`config.mk`:
```
export PLATFORM = sky130hd
export DESIGN_NAME = sram_wr_monitor
export DESIGN_NICKNAME = d
export VERILOG_FILES = /design/src/rtl/sram_wrmon_pkg.sv /design/src/rtl/wrmon_sync.sv /design/src/rtl/wrmon_satcnt.sv /design/src/rtl/sram_wr_monitor.sv
export SDC_FILE = /design/constraint.sdc
export NUM_CORES = 1
export LEC_CHECK = 0
export BUFFER_PORTS_ARGS = -buffer_cell sky130_fd_sc_hd__buf_2
export CAP_MARGIN = 10
export CORE_MARGIN = 4
export CORE_UTILIZATION = 55
export CTS_BUF_LIST = sky130_fd_sc_hd__clkbuf_2
export CTS_CLUSTER_SIZE = 40
export DETAILED_ROUTE_END_ITERATION = 6
export HOLD_SLACK_MARGIN = 0.1
export PLACE_DENSITY = 0.75
export RECOVER_POWER = 100
export SYNTH_ARGS = -nofsm -noshare
export SYNTH_HDL_FRONTEND = slang
export SYNTH_SLANG_ARGS = --single-unit
```
`constraint.sdc`:
```
create_clock -name clk -period 2.6 [get_ports clk]
set_input_delay 0.26 -clock clk [delete_from_list [all_inputs] [get_ports clk]]
set_output_delay 0.26 -clock clk [all_outputs]
set_load 0.01 [all_outputs]
```
`src/rtl/sram_wrmon_pkg.sv`:
```
package sram_wrmon_pkg;

    typedef enum logic [1:0] {
        ST_IDLE    = 2'd0,
        ST_WRITE   = 2'd1,
        ST_RECOVER = 2'd2
    } mon_state_t;

    localparam int NFLAG   = 7;
    localparam int FL_PW   = 0;
    localparam int FL_DS   = 1;
    localparam int FL_AS   = 2;
    localparam int FL_AMOV = 3;
    localparam int FL_REC  = 4;
    localparam int FL_HOLD = 5;
    localparam int FL_CYC  = 6;

    function automatic int ns2tick(input int ns, input int clk_ns);
        return (ns + clk_ns - 1) / clk_ns;
    endfunction

endpackage

```
`src/rtl/wrmon_sync.sv`:
```
module wrmon_sync #(
    parameter int W = 1,
    parameter logic [W-1:0] RST_VAL = '0
) (
    input  logic         clk,
    input  logic         rst_n,
    input  logic [W-1:0] din,
    output logic [W-1:0] dout
);
    logic [W-1:0] meta_q;

    always_ff @(posedge clk or negedge rst_n) begin
        if (!rst_n) begin
            meta_q <= RST_VAL;
            dout   <= RST_VAL;
        end else begin
            meta_q <= din;
            dout   <= meta_q;
        end
    end
endmodule

```
`src/rtl/wrmon_satcnt.sv`:
```
module wrmon_satcnt #(
    parameter int W = 16,
    parameter logic [W-1:0] INIT = '0
) (
    input  logic         clk,
    input  logic         rst_n,
    input  logic         restart,
    input  logic         clear,
    output logic [W-1:0] cnt
);
    localparam logic [W-1:0] MAXV = '1;
    localparam logic [W-1:0] ONE  = {{(W-1){1'b0}}, 1'b1};

    always_ff @(posedge clk or negedge rst_n) begin
        if (!rst_n)            cnt <= INIT;
        else if (restart)      cnt <= ONE;
        else if (clear)        cnt <= '0;
        else if (cnt != MAXV)  cnt <= cnt + ONE;
    end

    // a full counter stays full until restarted or cleared
    assert_sat_hold_R12: assert property (@(posedge clk) disable iff (!rst_n)
        (cnt == MAXV && !restart && !clear) |=> (cnt == MAXV));
endmodule

```
`src/rtl/sram_wr_monitor.sv`:
```
module sram_wr_monitor
    import sram_wrmon_pkg::*;
#(
    parameter int AW     = 18,
    parameter int DW     = 8,
    parameter int CNT_W  = 16,
    parameter int CLK_NS = 20,
    parameter int PW_F_NS = 65,  parameter int PW_S_NS = 85,
    parameter int DS_F_NS = 35,  parameter int DS_S_NS = 45,
    parameter int AS_F_NS = 75,  parameter int AS_S_NS = 100,
    parameter int WC_F_NS = 85,  parameter int WC_S_NS = 120,
    parameter int REC_WE_NS = 5, parameter int REC_CE_NS = 15,
    parameter int HLD_WE_NS = 0, parameter int HLD_CE_NS = 10
) (
    input  logic             clk,
    input  logic             rst_n,
    input  logic             speed_slow,
    input  logic             ce_n,
    input  logic             we_n,
    input  logic [AW-1:0]    addr,
    input  logic [DW-1:0]    data,
    input  logic             clr_en,
    input  logic [NFLAG-1:0] clr_mask,
    input  logic [2:0]       rd_sel,
    output logic [CNT_W-1:0] rd_data
);
    localparam logic [CNT_W-1:0] PW_F = CNT_W'(ns2tick(PW_F_NS, CLK_NS));
    localparam logic [CNT_W-1:0] PW_S = CNT_W'(ns2tick(PW_S_NS, CLK_NS));
    localparam logic [CNT_W-1:0] DS_F = CNT_W'(ns2tick(DS_F_NS, CLK_NS));
    localparam logic [CNT_W-1:0] DS_S = CNT_W'(ns2tick(DS_S_NS, CLK_NS));
    localparam logic [CNT_W-1:0] AS_F = CNT_W'(ns2tick(AS_F_NS, CLK_NS));
    localparam logic [CNT_W-1:0] AS_S = CNT_W'(ns2tick(AS_S_NS, CLK_NS));
    localparam logic [CNT_W-1:0] WC_F = CNT_W'(ns2tick(WC_F_NS, CLK_NS));
    localparam logic [CNT_W-1:0] WC_S = CNT_W'(ns2tick(WC_S_NS, CLK_NS));
    localparam logic [CNT_W-1:0] RW_T = CNT_W'(ns2tick(REC_WE_NS, CLK_NS));
    localparam logic [CNT_W-1:0] RC_T = CNT_W'(ns2tick(REC_CE_NS, CLK_NS));
    localparam logic [CNT_W-1:0] HW_T = CNT_W'(ns2tick(HLD_WE_NS, CLK_NS));
    localparam logic [CNT_W-1:0] HC_T = CNT_W'(ns2tick(HLD_CE_NS, CLK_NS));
    localparam logic [CNT_W-1:0] CMAX = '1;

    // synchronized pins and previous samples
    logic          ce_s, we_s, ce_p, we_p;
    logic [AW-1:0] a_s, a_p;
    logic [DW-1:0] d_s, d_p;

    wrmon_sync #(.W(2), .RST_VAL(2'b11)) u_sync_stb (
        .clk(clk), .rst_n(rst_n), .din({ce_n, we_n}), .dout({ce_s, we_s}));
    wrmon_sync #(.W(AW+DW), .RST_VAL('0)) u_sync_bus (
        .clk(clk), .rst_n(rst_n), .din({addr, data}), .dout({a_s, d_s}));

    always_ff @(posedge clk or negedge rst_n) begin
        if (!rst_n) begin
            ce_p <= 1'b1;
            we_p <= 1'b1;
            a_p  <= '0;
            d_p  <= '0;
        end else begin
            ce_p <= ce_s;
            we_p <= we_s;
            a_p  <= a_s;
            d_p  <= d_s;
        end
    end

    logic act_s, act_p, wr_start, wr_end, a_chg, d_chg, we_rise, ce_rise;
    assign act_s    = ~ce_s & ~we_s;
    assign act_p    = ~ce_p & ~we_p;
    assign wr_start = act_s & ~act_p;
    assign wr_end   = ~act_s & act_p;
    assign a_chg    = (a_s != a_p);
    assign d_chg    = (d_s != d_p);
    assign we_rise  = we_s & ~we_p;
    assign ce_rise  = ce_s & ~ce_p;

    // interval counters
    logic [CNT_W-1:0] pw_c, dv_c, av_c, wc_c, we_c, ce_c;

    wrmon_satcnt #(.W(CNT_W), .INIT('0)) u_cnt_pw (
        .clk(clk), .rst_n(rst_n), .restart(wr_start), .clear(1'b0), .cnt(pw_c));
    wrmon_satcnt #(.W(CNT_W), .INIT('0)) u_cnt_dv (
        .clk(clk), .rst_n(rst_n), .restart(d_chg), .clear(1'b0), .cnt(dv_c));
    wrmon_satcnt #(.W(CNT_W), .INIT('0)) u_cnt_av (
        .clk(clk), .rst_n(rst_n), .restart(a_chg), .clear(1'b0), .cnt(av_c));
    wrmon_satcnt #(.W(CNT_W), .INIT(CMAX)) u_cnt_wc (
        .clk(clk), .rst_n(rst_n), .restart(wr_start), .clear(1'b0), .cnt(wc_c));
    wrmon_satcnt #(.W(CNT_W), .INIT('0)) u_cnt_we (
        .clk(clk), .rst_n(rst_n), .restart(we_rise), .clear(~we_s), .cnt(we_c));
    wrmon_satcnt #(.W(CNT_W), .INIT('0)) u_cnt_ce (
        .clk(clk), .rst_n(rst_n), .restart(ce_rise), .clear(~ce_s), .cnt(ce_c));

    // limit set
    logic [CNT_W-1:0] lim_pw, lim_ds, lim_as, lim_wc;
    always_comb begin
        lim_pw = speed_slow ? PW_S : PW_F;
        lim_ds = speed_slow ? DS_S : DS_F;
        lim_as = speed_slow ? AS_S : AS_F;
        lim_wc = speed_slow ? WC_S : WC_F;
    end

    // state register
    mon_state_t state_q, state_d;
    always_ff @(posedge clk or negedge rst_n) begin
        if (!rst_n) state_q <= ST_IDLE;
        else        state_q <= state_d;
    end

    always_comb begin
        state_d = state_q;
        unique case (state_q)
            ST_IDLE:    if (wr_start) state_d = ST_WRITE;
            ST_WRITE:   if (wr_end)   state_d = a_chg ? ST_IDLE : ST_RECOVER;
            ST_RECOVER: if (wr_start) state_d = ST_WRITE;
                        else if (a_chg) state_d = ST_IDLE;
            default:    state_d = ST_IDLE;
        endcase
    end

    // violation detection
    logic             in_write, end_now, rec_zone, rec_ok, hold_ok;
    logic [NFLAG-1:0] set_vec, clr_vec, flags_q;

    always_comb begin
        in_write = (state_q == ST_WRITE);
        end_now  = in_write & wr_end;
        rec_zone = end_now | ((state_q == ST_RECOVER) & ~wr_start);
        rec_ok   = (we_s && we_c >= RW_T) || (ce_s && ce_c >= RC_T);
        hold_ok  = (we_s && we_c >= HW_T) || (ce_s && ce_c >= HC_T);
        set_vec  = '0;
        set_vec[FL_PW]   = end_now && (pw_c < lim_pw);
        set_vec[FL_DS]   = end_now && (dv_c < lim_ds);
        set_vec[FL_AS]   = end_now && (av_c < lim_as);
        set_vec[FL_AMOV] = in_write && a_chg && !wr_end;
        set_vec[FL_REC]  = rec_zone && a_chg && !rec_ok;
        set_vec[FL_HOLD] = rec_zone && d_chg && !hold_ok;
        set_vec[FL_CYC]  = wr_start && (wc_c < lim_wc);
        clr_vec = clr_en ? clr_mask : '0;
    end

    // sticky flags and worst-value log
    logic [CNT_W-1:0] worst_pw_q, worst_dv_q, worst_av_q, worst_wc_q;
    always_ff @(posedge clk or negedge rst_n) begin
        if (!rst_n) begin
            flags_q    <= '0;
            worst_pw_q <= CMAX;
            worst_dv_q <= CMAX;
            worst_av_q <= CMAX;
            worst_wc_q <= CMAX;
        end else begin
            flags_q <= (flags_q & ~clr_vec) | set_vec;
            if (end_now) begin
                if (pw_c < worst_pw_q) worst_pw_q <= pw_c;
                if (dv_c < worst_dv_q) worst_dv_q <= dv_c;
                if (av_c < worst_av_q) worst_av_q <= av_c;
            end
            if (wr_start && wc_c < worst_wc_q) worst_wc_q <= wc_c;
        end
    end

    always_comb begin
        unique case (rd_sel)
            3'd0:    rd_data = CNT_W'(flags_q);
            3'd1:    rd_data = worst_pw_q;
            3'd2:    rd_data = worst_dv_q;
            3'd3:    rd_data = worst_av_q;
            3'd4:    rd_data = worst_wc_q;
            default: rd_data = '0;
        endcase
    end

    // a set flag survives unless its clear bit was strobed
    assert_sticky_R9: assert property (@(posedge clk) disable iff (!rst_n)
        ((($past(flags_q) & ~$past(clr_vec)) & ~flags_q) == '0));

    // the write state is only held while the strobes overlapped on the prior sample
    assert_write_overlap_R2: assert property (@(posedge clk) disable iff (!rst_n)
        (state_q == ST_WRITE) |-> $past(act_s));

    // the smallest pulse width never grows
    assert_worst_mono_R10: assert property (@(posedge clk) disable iff (!rst_n)
        1'b1 |=> (worst_pw_q <= $past(worst_pw_q)));

    // a too-early start is visible in the flags one cycle later
    assert_cycle_flag_R8: assert property (@(posedge clk) disable iff (!rst_n)
        (wr_start && wc_c < lim_wc) |=> flags_q[FL_CYC]);
endmodule

```
==> key figures <==
STA
  • Tmin final: 2456 ps
  • Setup Skew: 60.40 ps
  • Max-slew violations: 33
  • Slew HR: -13.23%
  • Unrepaired setup endpoints after global routing: no
  • Worst slew pin tran: 1698 ps
  • Fmax: 0.4071 GHz
  • Period utilization: 94.48%
  • Final Hold Fails: 0
  • Final setup viols: 0
  • Sum of negative setup slack: 0 ps

Logic synthesis
  • Flop and latch count out of synthesis: 253
  • Number of synthesized flops with an enable pin: 0
  • Mux cell area share after synthesis: 7.352%
  • Ys Warns: 0
  • Synth top area share: 33.09%
  • Largest family of logic cells by synthesized area: simple AND/OR/NAND/NOR gates
  • Post-synthesis simple-gate area fraction: 13.86%
  • Synth Area in Adders: 7.035%
  • Post-synth cell types: 62
  • Register area share after synthesis: 50.99%
  • Area contributors post-synth: dfrtp_1 33%, dfstp_2 18%, ha_1 7.0%
  • Xor and xnor area share after synthesis: 6.311%
  • Synth Area in Compound Gates: 11.18%
  • Mapped Cells: 1,153
  • Top cell type by total area after synthesis: dfrtp_1
  • Mapped Nets: 1,266
  • Async SR Flop Fraction: 100.0%
  • Post-Syn Area: 12,630 µm²
  • Top FF cell, synth: dfrtp_1
  • Avg Cell Area, Syn: 10.95 µm²

Finish
  • Share of cells above drive strength 1: 23.97%
  • Register area: 6439 µm²
  • Area grow syn2layout: 17.01%
  • Fill count: 1,783
  • Final core utilization: 65.27%
  • Fin nets: 1,470
  • Area occupied by multi-input gates: 5771 µm²

GRT
  • GRT Total Usage: 23.16%
  • Number of global-route vias before repair: 9,819
  • Largest net degree at the start of global routing: 93
  • Total grt overflow: 0
  • Number of antenna violations at the first check in global routing: 2
  • First-pass GRT wire length: 48.51 mm

Clocking
  • CTS Buffer Depth: 3
  • H-Tree Depth: 3
  • Worst-skew pair later-pin latency: 830 ps
  • Reg clk slew, reported paths: 100 ps
  • Post CTS Setup Buffer Count: 0
  • Clock sink count: 253
  • TritonCTS clock tree: yes
  • CTS root buf: clkbuf_2
  • CTS Buf Count: 67

Drt
  • Vias/cell: 5.692
  • Total wire length: 28.82 mm
  • Residual DRC: 0
  • Via count: 9,659
  • DRT iter0 DRCs: 675
  • Post-DR wirelength/cell: 16.98 µm
  • Drt pass-1 iters: 7
  • Number of routed nets with antenna violations: 0

Worst setup path
  • Setup slack, reg-to-reg: 140 ps
  • Worst Setup End Kind: flip-flop
  • CP max FO: 9
  • CP Data Required Time: 3310 ps
  • Worst EP arrival: 3170 ps
  • Worst setup path category: reg -> reg
  • CP startpoint kind: flip-flop

Die
  • Die Y: 159.5 µm
  • Die width: 159.5 µm
  • Die ar.: 25,450 µm²
  • Initial Utilization: 55.78%
  • Core area: 22,640 µm²
  • IO Pins: 58
  • Row Count: 55

Placement
  • Routability Congestion: 0.8442
  • Port Buffers: 57
  • Dpl hpwl: 19.75 mm

Worst hold path
  • Worst hold-check path type: in -> reg

Status
  • Status: finished with violations
  • Failing checks: capacitance limit, slew limit

Job
  • Max-Cap Viols: 1

Power
  • Total power: 8.431 mW
  • Peak supply drop: 314.0 µV
  • P_leak: 6.346 nW
  • Pwr per Cell Area: 570.6 nW/µm²
synth_stat cells (all sizes together) (9+ instances only):
library cell / instances
nand2: 72
xor2: 43
xnor2: 48
and4: 9
inv: 68
nand4: 22
dfrtp: 167
mux2i: 17
ha: 71
nor4: 21
nor3: 16
clkbuf: 32
nand3: 48
mux2: 64
nor2: 96
a2111oi: 9
dfstp: 86
and3: 26
o2111ai: 15
a21oi: 40
o22ai: 16
o21ai: 35
a22oi: 23
a211oi: 24
timing repair:
action	CTS	global route
endpoints found under the setup margin	0	19
hold buffers	75	0
gates resized for setup	0	5
endpoints found under the hold margin	288	0
cells in the final DEF (no fill, tap or decap), types with 26 or more instances in the layout:
master,netlist,routed
dfrtp_1,167,167
clkbuf_2,0,105
nor2_1,95,94
dlygate4sd3_1,0,75
dfstp_2,86,74
nand2_1,72,72
ha_1,71,71
inv_1,68,68
mux2_2,54,54
xnor2_1,48,48
nand3_1,47,47
buf_2,4,46
xor2_1,43,43
a21oi_1,40,40
o21ai_0,33,31
buf_4,0,29
and3_1,26,26
final timing paths:
check                                                start                             to  cells past startpoint
setup / recovery                worst_av_q[12]$_DFFE_PN1P_      worst_av_q[3]$_DFFE_PN1P_                      8
hold / removal                                  speed_slow           flags_q[0]$_DFF_PN0_                      5
setup reg to reg                worst_av_q[12]$_DFFE_PN1P_      worst_av_q[3]$_DFFE_PN1P_                      8
hold reg to reg            u_sync_bus.meta_q[10]$_DFF_PN0_  u_sync_bus.dout[10]$_DFF_PN0_                      0
max in group asynchronous                            rst_n      worst_av_q[4]$_DFFE_PN1P_                      5
min in group asynchronous                            rst_n    u_cnt_dv.cnt[6]$_DFFE_PN0P_                      4
kinds of logic (layout without fill, tap and decap cells):
family	count (synthesis)	count (layout)
multiplexers	81	81
adder cells (fa/ha/maj)	71	71
AO/OA/AOI/OAI	202	202
flip-flops	253	253
AND/OR/NAND/NOR	348	348
other	0	2
XOR/XNOR	91	91
buffers and inverters	107	364
per-stage QoR:
step	hold WS, ps	area, µm²	std cells	worst slack, ps
floorplan	-35.59	12630	1153	147.9
global placement	110.8	13460	1498	159.7
detailed placement	110.1	13460	1498	143.2
CTS	116.7	14840	1695	24.88
global route	148.9	14780	1697	13.53
finish	230.7	14780	1697	143.6
registers in the layout (all words and copies together) (netlist names), 2 cells and up:
register           cells
u_cnt_pw.cnt          16
d_p                    8
worst_pw_q            16
u_cnt_dv.cnt          16
u_sync_bus.meta_q     26
u_cnt_av.cnt          16
u_sync_bus.dout       26
u_sync_stb.dout        2
u_cnt_wc.cnt          16
u_sync_stb.meta_q      2
state_q                2
u_cnt_we.cnt          16
a_p                   18
worst_dv_q            16
flags_q                7
u_cnt_ce.cnt          16
worst_av_q            16
worst_wc_q            16
layout make-up:
type,count,area share (%)
Sequential cell,253,43.57
Multi-Input combinational cell,793,39.05
Timing Repair Buffer,174,8.950
Clock buffer,100,3.387
Tap cell,285,2.413
Inverter,68,1.727
Clock inverter,22,0.8637
Antenna cell,2,0.03387
layer usage:
metal  part of all wire (%)  track usage, %  vias up
met1                     44           31.26     4749
met5                      0               0        -
met2                     47           36.30      227
met3                    4.6           4.841       79
met4                    3.6           10.45        0
li1                       -               -     4604
report_power, final:
part / internal (mW) / switching, mW / leakage [nW]
Sequential: 4.25 / 0.238 / 3.01
Clock: 1.14 / 1.66 / 0.466
Combinational: 0.557 / 0.590 / 2.87
Total: 5.94 / 2.49 / 6.35
critical path: stages (launching register included):
cell and delay (ps):
dfstp_1 590, inv_1 60, ha_1 310, a21oi_1 170
a21oi_1 80, a2111oi_0 500, o211ai_2 160, buf_4 210
mux2_2 280
(Power assumes the default switching activity.)
